### config.mk
export PLATFORM = sky130hd
export DESIGN_NAME = tdm_diag_loop
export DESIGN_NICKNAME = d
export VERILOG_FILES = /design/src/rtl/tdm_diag_pkg.sv /design/src/rtl/tdm_mode_latch.sv /design/src/rtl/tdm_echo_reg.sv /design/src/rtl/tdm_path_mux.sv /design/src/rtl/tdm_diag_loop.sv
export SDC_FILE = /design/constraint.sdc
export NUM_CORES = 1
export LEC_CHECK = 0
export CORE_AREA = 8 8 45 47
export CTS_CLUSTER_SIZE = 8
export DETAILED_ROUTE_END_ITERATION = 16
export DIE_AREA = 0 0 53 55
export PLACE_DENSITY = 0.47
export SLEW_MARGIN = 20
export SYNTH_ARGS = -nofsm -noshare
export SYNTH_HDL_FRONTEND = slang
export SYNTH_HIERARCHICAL = 1
export SYNTH_SLANG_ARGS = --single-unit
### constraint.sdc
create_clock -name clk -period 1.81 [get_ports clk]
set_input_delay 0.4525 -clock clk [delete_from_list [all_inputs] [get_ports clk]]
set_output_delay 0.4525 -clock clk [all_outputs]
set_load 0.02 [all_outputs]
### src/rtl/tdm_diag_pkg.sv
// Shared definitions for the TDM diagnostic loopback selector.
// Assumes: mode codes are fixed by the control field encoding.
package tdm_diag_pkg;

    typedef enum logic [1:0] {
        MODE_NORMAL  = 2'b00,
        MODE_ECHO    = 2'b01,
        MODE_LOOP    = 2'b10,
        MODE_ISOLATE = 2'b11
    } diag_mode_e;

endpackage

### src/rtl/tdm_mode_latch.sv
// Holds the active diagnostic mode. Loads a new value only at a frame
// boundary so a frame in progress is never switched midway.
// Assumes: frame_sync is synchronous to clk; reset is synchronous, active low.
module tdm_mode_latch
    import tdm_diag_pkg::*;
(
    input  logic       clk,
    input  logic       rst_n,
    input  logic       frame_sync,
    input  logic [1:0] mode_req,
    output diag_mode_e mode_q
);

    // Capture the requested mode on frame sync, clear to normal on reset.
    always_ff @(posedge clk) begin
        if (!rst_n) begin
            mode_q <= MODE_NORMAL;
        end else if (frame_sync) begin
            mode_q <= diag_mode_e'(mode_req);
        end
    end

    AST_MODE_HOLD: assert property (@(posedge clk) disable iff (!rst_n)
        !frame_sync |=> $stable(mode_q));

    AST_MODE_LOAD: assert property (@(posedge clk) disable iff (!rst_n)
        frame_sync |=> (mode_q == diag_mode_e'($past(mode_req))));

    AST_RESET_NORMAL: assert property (@(posedge clk)
        !rst_n |=> (mode_q == MODE_NORMAL));

endmodule

### src/rtl/tdm_echo_reg.sv
// Registers the external receive lanes on every clock so echo mode can
// resend each received bit one cycle later.
// Assumes: receive and transmit share clk in echo mode.
module tdm_echo_reg #(
    parameter int LANES = 1
) (
    input  logic             clk,
    input  logic             rst_n,
    input  logic [LANES-1:0] rxd_in,
    output logic [LANES-1:0] echo_q
);

    // One flop per lane; resets to the idle (high) line level.
    for (genvar g = 0; g < LANES; g++) begin : g_lane
        always_ff @(posedge clk) begin
            if (!rst_n) begin
                echo_q[g] <= 1'b1;
            end else begin
                echo_q[g] <= rxd_in[g];
            end
        end
    end

endmodule

### src/rtl/tdm_path_mux.sv
// Combinational routing between the channel and the line pins, chosen
// by the active mode. Mode 11 drives the line pins to the idle level.
// Assumes: the mode input is already frame-aligned.
module tdm_path_mux
    import tdm_diag_pkg::*;
#(
    parameter int LANES = 1
) (
    input  diag_mode_e       mode,
    input  logic [LANES-1:0] tx_data,
    input  logic             tx_req,
    input  logic [LANES-1:0] line_rxd,
    input  logic [LANES-1:0] echo_q,
    input  logic             line_grant,
    output logic [LANES-1:0] line_txd,
    output logic             line_req,
    output logic [LANES-1:0] rx_data,
    output logic             tx_grant
);

    localparam logic [LANES-1:0] IDLE_LINE = {LANES{1'b1}};

    // Select each output's source for the current mode.
    always_comb begin
        line_txd = tx_data;
        line_req = tx_req;
        rx_data  = line_rxd;
        tx_grant = 1'b1;
        unique case (mode)
            MODE_NORMAL: begin
                tx_grant = line_grant;
            end
            MODE_ECHO: begin
                line_txd = echo_q;
            end
            MODE_LOOP: begin
                rx_data = tx_data;
            end
            MODE_ISOLATE: begin
                rx_data  = tx_data;
                line_txd = IDLE_LINE;
                line_req = 1'b1;
            end
            default: begin
                tx_grant = line_grant;
            end
        endcase
    end

endmodule

### src/rtl/tdm_diag_loop.sv
// Top of the TDM diagnostic loopback selector: frame-aligned mode
// register, echo register and routing mux between channel and line.
// Assumes: transmit and receive share clk in all diagnostic modes.
module tdm_diag_loop
    import tdm_diag_pkg::*;
#(
    parameter int LANES = 1
) (
    input  logic             clk,
    input  logic             rst_n,
    input  logic             frame_sync,
    input  logic [1:0]       mode_req,
    input  logic [LANES-1:0] tx_data,
    input  logic             tx_req,
    input  logic [LANES-1:0] line_rxd,
    input  logic             line_grant,
    output logic [LANES-1:0] line_txd,
    output logic             line_req,
    output logic [LANES-1:0] rx_data,
    output logic             tx_grant
);

    diag_mode_e       mode_q;
    logic [LANES-1:0] echo_q;

    tdm_mode_latch i_mode (
        .clk        (clk),
        .rst_n      (rst_n),
        .frame_sync (frame_sync),
        .mode_req   (mode_req),
        .mode_q     (mode_q)
    );

    tdm_echo_reg #(.LANES(LANES)) i_echo (
        .clk    (clk),
        .rst_n  (rst_n),
        .rxd_in (line_rxd),
        .echo_q (echo_q)
    );

    tdm_path_mux #(.LANES(LANES)) i_mux (
        .mode       (mode_q),
        .tx_data    (tx_data),
        .tx_req     (tx_req),
        .line_rxd   (line_rxd),
        .echo_q     (echo_q),
        .line_grant (line_grant),
        .line_txd   (line_txd),
        .line_req   (line_req),
        .rx_data    (rx_data),
        .tx_grant   (tx_grant)
    );

    AST_ECHO_LAG: assert property (@(posedge clk) disable iff (!rst_n)
        (mode_q == MODE_ECHO) |-> (line_txd == $past(line_rxd)));

    AST_GRANT_FORCED: assert property (@(posedge clk) disable iff (!rst_n)
        (mode_q != MODE_NORMAL) |-> tx_grant);

    AST_LOOP_RX: assert property (@(posedge clk) disable iff (!rst_n)
        (mode_q == MODE_LOOP) |-> (rx_data == tx_data && line_txd == tx_data));

    AST_ISO_QUIET: assert property (@(posedge clk) disable iff (!rst_n)
        (mode_q == MODE_ISOLATE) |-> (line_txd == {LANES{1'b1}} && line_req
                                       && rx_data == tx_data));

endmodule

==> implementation parameters, run 1 <==
Parameter                              Value

Place
  HPWL reported at the end of detailed placement    440 um
  Worst slack, placed    -0.374 ns
  IO buf count    12
  Final Wtd Congestion    0.604

Power and ir drop
  Post-layout total power    0.000240 W
  Leakage power summed over all cells    0.123 nW
  Max IR drop VDD    0.232 mV
  Power per standard cell area    845 mW/mm2

Global routing
  GRT overflow    0
  Pin count of the biggest net entering global routing    6
  Initial antenna violation count    0
  GRT Overall Usage    0.0447
  First-pass GRT wire length    910 um
  Via count of the first global-routing pass    203

Clock network
  Longest Clk Path Bufs    2
  Post-CTS Hold Buffers    0
  CTS tree    built
  Clock tree sinks    3
  Clock Latency Late Sink    0.23 ns
  Number of setup buffers added after CTS    0
  Clock-pin slew on the worst setup and hold paths    0.04 ns
  H-tree levels    1
  Root Buffer    sky130_fd_sc_hd__clkbuf_4
  Number of buffers added by the clock tree synthesis step    3

Synthesis
  Post-synthesis sequential element count    3
  Syn Inst Count    14
  Synthesized area per cell    9.83 um2
  Synth warn    6
  Sequential share of the synthesized area    0.436
  Synth unique cells    9
  Total nets after synthesis    23
  Cell Area, Synth    138 um2

Drt
  Detail-routed via count per cell    3.61
  Final routed DRC violation total    0
  Routed WL per cell    11.5 um
  Number of DRC markers after the initial detailed-route iteration    1
  Final routed wirelength across all metal layers    527 um
  Total vias in the final route    166
  Count of antenna-violating nets left after detailed routing    0
  Drt pass-1 iters    2

Layout
  Most used cells in the layout excluding fill and tap cells    sky130_fd_sc_hd__clkdlybuf4s50_1, sky130_fd_sc_hd__clkbuf_4, sky130_fd_sc_hd__dfxtp_1, sky130_fd_sc_hd__buf_2
  Filler cell count    158
  Area growth syn-to-layout    106%
  Final nets    40
  Inserted Diodes    0
  Most common cell after layout, fill and taps aside    sky130_fd_sc_hd__clkdlybuf4s50_1
  Share of layout cells above drive strength 1    0.300

STA
  Min Clock Period, post-route    1.75 ns
  Post-route setup slack    0.0570 ns
  Worst Clk Skew    0 ns
  Fmax    0.570 GHz
  Max_slew headroom    0.880
  Count of endpoints failing hold in the final timing report    0
  Worst hold slack after final layout    0.579 ns
  Tcrit/Tclk final    0.969
  Transition at the pin with the smallest max-transition slack    0.179 ns
  Unrepaired setup endpoints after global routing    no
  Max-slew violation total from the final report    0
  # setup viols final    0

Min path
  Class of the tightest hold or removal check    reg -> reg

Die
  Floorplan core area    0.00138 mm2
  Count of pins on the block boundary    13
  Die Span Y    55 um
  Floorplan row count    14
  Die area    0.00292 mm2
  Die Span X    53 um
  Starting density of the core    0.0995

Critical path
  Endpoint kind of the worst setup timing path    output port
  Worst setup path class    in -> out
  Required time of the critical path    1.36 ns
  Worst path arrival time    1.30 ns
  Startpoint type of the worst setup path    primary input
  Crit-path max FO    1

Job
  Max_cap viols    0

Run status
  Status    completed
## state kept, by name, indices dropped and copies added (netlist names)
register	cells
i_echo/echo_q	1
i_mode/mode_q	2
## layout make-up
type | count | area [um2] | share of cell area
clock buffers | 4 | 26.3 | 0.0925
multi-input cells | 11 | 77.6 | 0.273
flip-flops and latches | 3 | 60.1 | 0.211
well taps | 16 | 20.0 | 0.0705
repair buffers | 12 | 100 | 0.352
## cell usage after synthesis
library cell | count | share of area
sky130_fd_sc_hd__or3_1 | 1 | 0.045
sky130_fd_sc_hd__nand2b_1 | 1 | 0.045
sky130_fd_sc_hd__mux2i_1 | 2 | 0.15
sky130_fd_sc_hd__a21oi_1 | 1 | 0.036
sky130_fd_sc_hd__nor2_1 | 2 | 0.055
sky130_fd_sc_hd__a21o_2 | 1 | 0.064
sky130_fd_sc_hd__nor2b_1 | 2 | 0.091
sky130_fd_sc_hd__mux2_2 | 1 | 0.082
sky130_fd_sc_hd__dfxtp_1 | 3 | 0.44
## cell families after synthesis
kind of cell,after synthesis,synth area share
multiplexers,3,0.227
AND/OR/NAND/NOR,6,0.236
AO/OA/AOI/OAI,2,0.100
flip-flops,3,0.436
## where the power goes
part / internal (W) / switching [W]
registers: 0.0000703 / 0.00000388
clock network: 0.0000827 / 0.0000358
logic: 0.0000278 / 0.0000195
## path summary, 6_finish.rpt
path,slack (ns),to,from,depth (start not counted)
min reg2reg,0.58,i_mode/mode_q[0]$_SDFFE_PN0P_,i_mode/mode_q[0]$_SDFFE_PN0P_,2
min,0.58,i_mode/mode_q[0]$_SDFFE_PN0P_,i_mode/mode_q[0]$_SDFFE_PN0P_,2
max,0.06,tx_grant,line_grant,3
max reg2reg,1.15,i_mode/mode_q[1]$_SDFFE_PN0P_,i_mode/mode_q[1]$_SDFFE_PN0P_,2
## per-stage QoR
step	TNS, ns	util	area (um2)	cells
global placement	-1.27	0.201	278	42
CTS	0	0.208	288	46
detailed placement	-1.28	0.201	278	42
floorplan	0	-	138	14
global route	0	0.205	284	46
finish	0	0.205	284	46
## what timing repair did
action                     in CTS  in global routing
setup endpoints to repair       4                  1
resized for setup              13                  2
hold endpoints to repair        0                  0
## routing by layer
layer / track usage / up-vias / share of wire
li1: - / 80 / -
met1: 0.0454 / 73 / 0.47
met2: 0.0625 / 11 / 0.43
met3: 0.0294 / 2 / 0.091
met4: 0.0388 / 0 / 0.0095
met5: 0 / - / 0
## worst max-delay path: stages
cell and delay, ns:
sky130_fd_sc_hd__clkdlybuf4s50_1 0.39, sky130_fd_sc_hd__or3_1 0.29, sky130_fd_sc_hd__buf_2 0.16
Note: power is estimated with default switching activity, not from simulation.
==> inputs of run 2 (changes only) <==
Settings changed: PLACE_DENSITY 0.47 to unset, SLEW_MARGIN 20 to unset.
==> run 2 against run 1 <==
  * Flip-flop and latch count unchanged
  * Setup slack worse by 0.0092 ns
  * Register-to-register slack worse by 0.02 ns
  * Core utilization up 0.90 points
  * Largest cell class unchanged
  * Combinational power up 3%
  * Routed wire length fell by 14%
  * Count of clock-buffer cells in the layout stayed put
  * Design area up 4.4%
  * Critical path depth unchanged
  * Highest routed layer unchanged
  * Total power down 0.12%
==> implementation parameters, run 2 (same netlist as run 1, synthesis figures left out) <==
Parameter                              Value

Drt
  Final routed DRC violation total    0
  Detail-routed via count per cell    3.62
  Drt pass-1 iters    4
  Met3 routed WL    90 um
  Count of antenna-violating nets left after detailed routing    0
  Total vias in the final route    170
  Met1 layer wirelength in the final routing    106 um
  Routed WL per cell    9.64 um
  Detailed route wirelength on metal2    239 um
  Final routed wirelength across all metal layers    453 um
  Top routing layer in use    met4
  Number of DRC markers after the initial detailed-route iteration    2

Layout
  Multi-input logic area    77.6 um2
  Inserted Diodes    0
  Max FFs per register    2
  Most used cells in the layout excluding fill and tap cells    sky130_fd_sc_hd__clkdlybuf4s50_1, sky130_fd_sc_hd__clkbuf_4, sky130_fd_sc_hd__dfxtp_1, sky130_fd_sc_hd__buf_2
  Final nets    41
  Share of layout cells above drive strength 1    0.290
  Register ranked first by flip-flop count    i_mode/mode_q
  Combined flip-flop and latch cell area    60.1 um2
  Most common cell after layout, fill and taps aside    sky130_fd_sc_hd__clkdlybuf4s50_1
  Filler cell count    168
  Post-route cell area    297 um2
  Top Registers    i_mode/mode_q (2), i_echo/echo_q (1)
  Area growth syn-to-layout    115%
  Final Util    0.214

Critical path
  Biggest cell delay along the critical path    0.40 ns
  Cell type of the slowest stage on the worst timing path    sky130_fd_sc_hd__clkdlybuf4s50_1
  Cell chain of the critical path    clkdlybuf4s50_1 -> a21o_2 -> clkdlybuf4s15_1
  Worst setup path class    in -> out
  Startpoint type of the worst setup path    primary input
  Crit-path max FO    1
  Endpoint kind of the worst setup timing path    output port
  Required time of the critical path    1.36 ns
  Worst path arrival time    1.31 ns

Global routing
  GRT Overall Usage    0.0388
  Pin count of the biggest net entering global routing    6
  Initial antenna violation count    0
  Via count of the first global-routing pass    182
  GRT overflow    0
  First-pass GRT wire length    724 um

Clock network
  Root Buffer    sky130_fd_sc_hd__clkbuf_4
  Clock Latency Late Sink    0.23 ns
  Clock-pin slew on the worst setup and hold paths    0.04 ns
  Longest Clk Path Bufs    2
  Number of buffers added by the clock tree synthesis step    3
  Number of setup buffers added after CTS    0
  CTS tree    built
  H-tree levels    1
  Clock tree sinks    3

Run status
  Status    completed

STA
  Unrepaired setup endpoints after global routing    no
  Worst hold slack after final layout    0.571 ns
  Transition at the pin with the smallest max-transition slack    0.207 ns
  Count of endpoints failing hold in the final timing report    0
  Tcrit/Tclk final    0.974
  Max-slew violation total from the final report    0
  Min Clock Period, post-route    1.76 ns
  Worst Clk Skew    0 ns
  Fmax    0.567 GHz
  # setup viols final    0
  Max_slew headroom    0.863

Job
  Max_cap viols    0

Die
  Count of pins on the block boundary    13
  Floorplan core area    0.00138 mm2
  Die area    0.00292 mm2
  Die Span X    53 um
  Die Span Y    55 um
  Floorplan row count    14
  Starting density of the core    0.0995

Min path
  Class of the tightest hold or removal check    reg -> reg

Place
  IO buf count    12
  Post-detailed-placement cell area    285 um2
  Final Wtd Congestion    0.679

Power and ir drop
  Power per standard cell area    809 mW/mm2
  Post-layout total power    0.000240 W
  Max IR drop VDD    0.115 mV
  Leakage power summed over all cells    0.128 nW
-- run 2: cell count changes in the layout (fill, tap and decap cells not counted), sizes merged --
cell           change
buf                +1
clkbuf             -1
clkdlybuf4s15      +1
-- run 2: worst paths after layout --
kind	start	to	slack, ns	cells past startpoint
worst max-delay path	tx_req	line_req	0.05	3
worst min-delay path	i_mode/mode_q[0]$_SDFFE_PN0P_	i_mode/mode_q[0]$_SDFFE_PN0P_	0.57	2
worst max register to register	i_mode/mode_q[1]$_SDFFE_PN0P_	i_mode/mode_q[1]$_SDFFE_PN0P_	1.13	2
worst min register to register	i_mode/mode_q[0]$_SDFFE_PN0P_	i_mode/mode_q[0]$_SDFFE_PN0P_	0.57	2
-- run 2: worst max-delay path, delay by kind of cell --
kind / cells / cell delay (ns)
compound gates: 1 / 0.18
buf+inv: 2 / 0.68
-- run 2: report_power, final --
group / switching, W / internal [W] / total [W]
Combinational: 0.0000191 / 0.0000297 / 0.0000488
Clock: 0.0000345 / 0.0000826 / 0.000117
Sequential: 0.00000351 / 0.0000704 / 0.0000739
-- run 2: layout make-up --
class | instances | area share
Timing Repair Buffer | 13 | 0.380
Multi-Input combinational cell | 11 | 0.262
Sequential cell | 3 | 0.203
Clock buffer | 4 | 0.0886
Tap cell | 16 | 0.0675
-- run 2: metrics by stage --
step / instances / setup WS (ns) / TNS, ns
floorplan: 14 / 0.502 / 0
global placement: 43 / -0.339 / -1.20
detailed placement: 43 / -0.350 / -1.21
CTS: 47 / 0.00775 / 0
global route: 47 / 0.0123 / 0
finish: 47 / 0.0478 / 0
-- run 2: routing by layer --
metal / track usage / vias to the layer above
met2: 0.0586 / 12
met4: 0.0776 / 0
met1: 0.0182 / 75
li1: - / 81
met5: 0 / -
met3: 0.0294 / 2
-- run 2: what timing repair did --
action / in CTS / in global routing
setup endpoints to repair: 4 / 1
hold buffers: 0 / 0
pin swaps: 0 / 0
gates resized for setup: 13 / 1
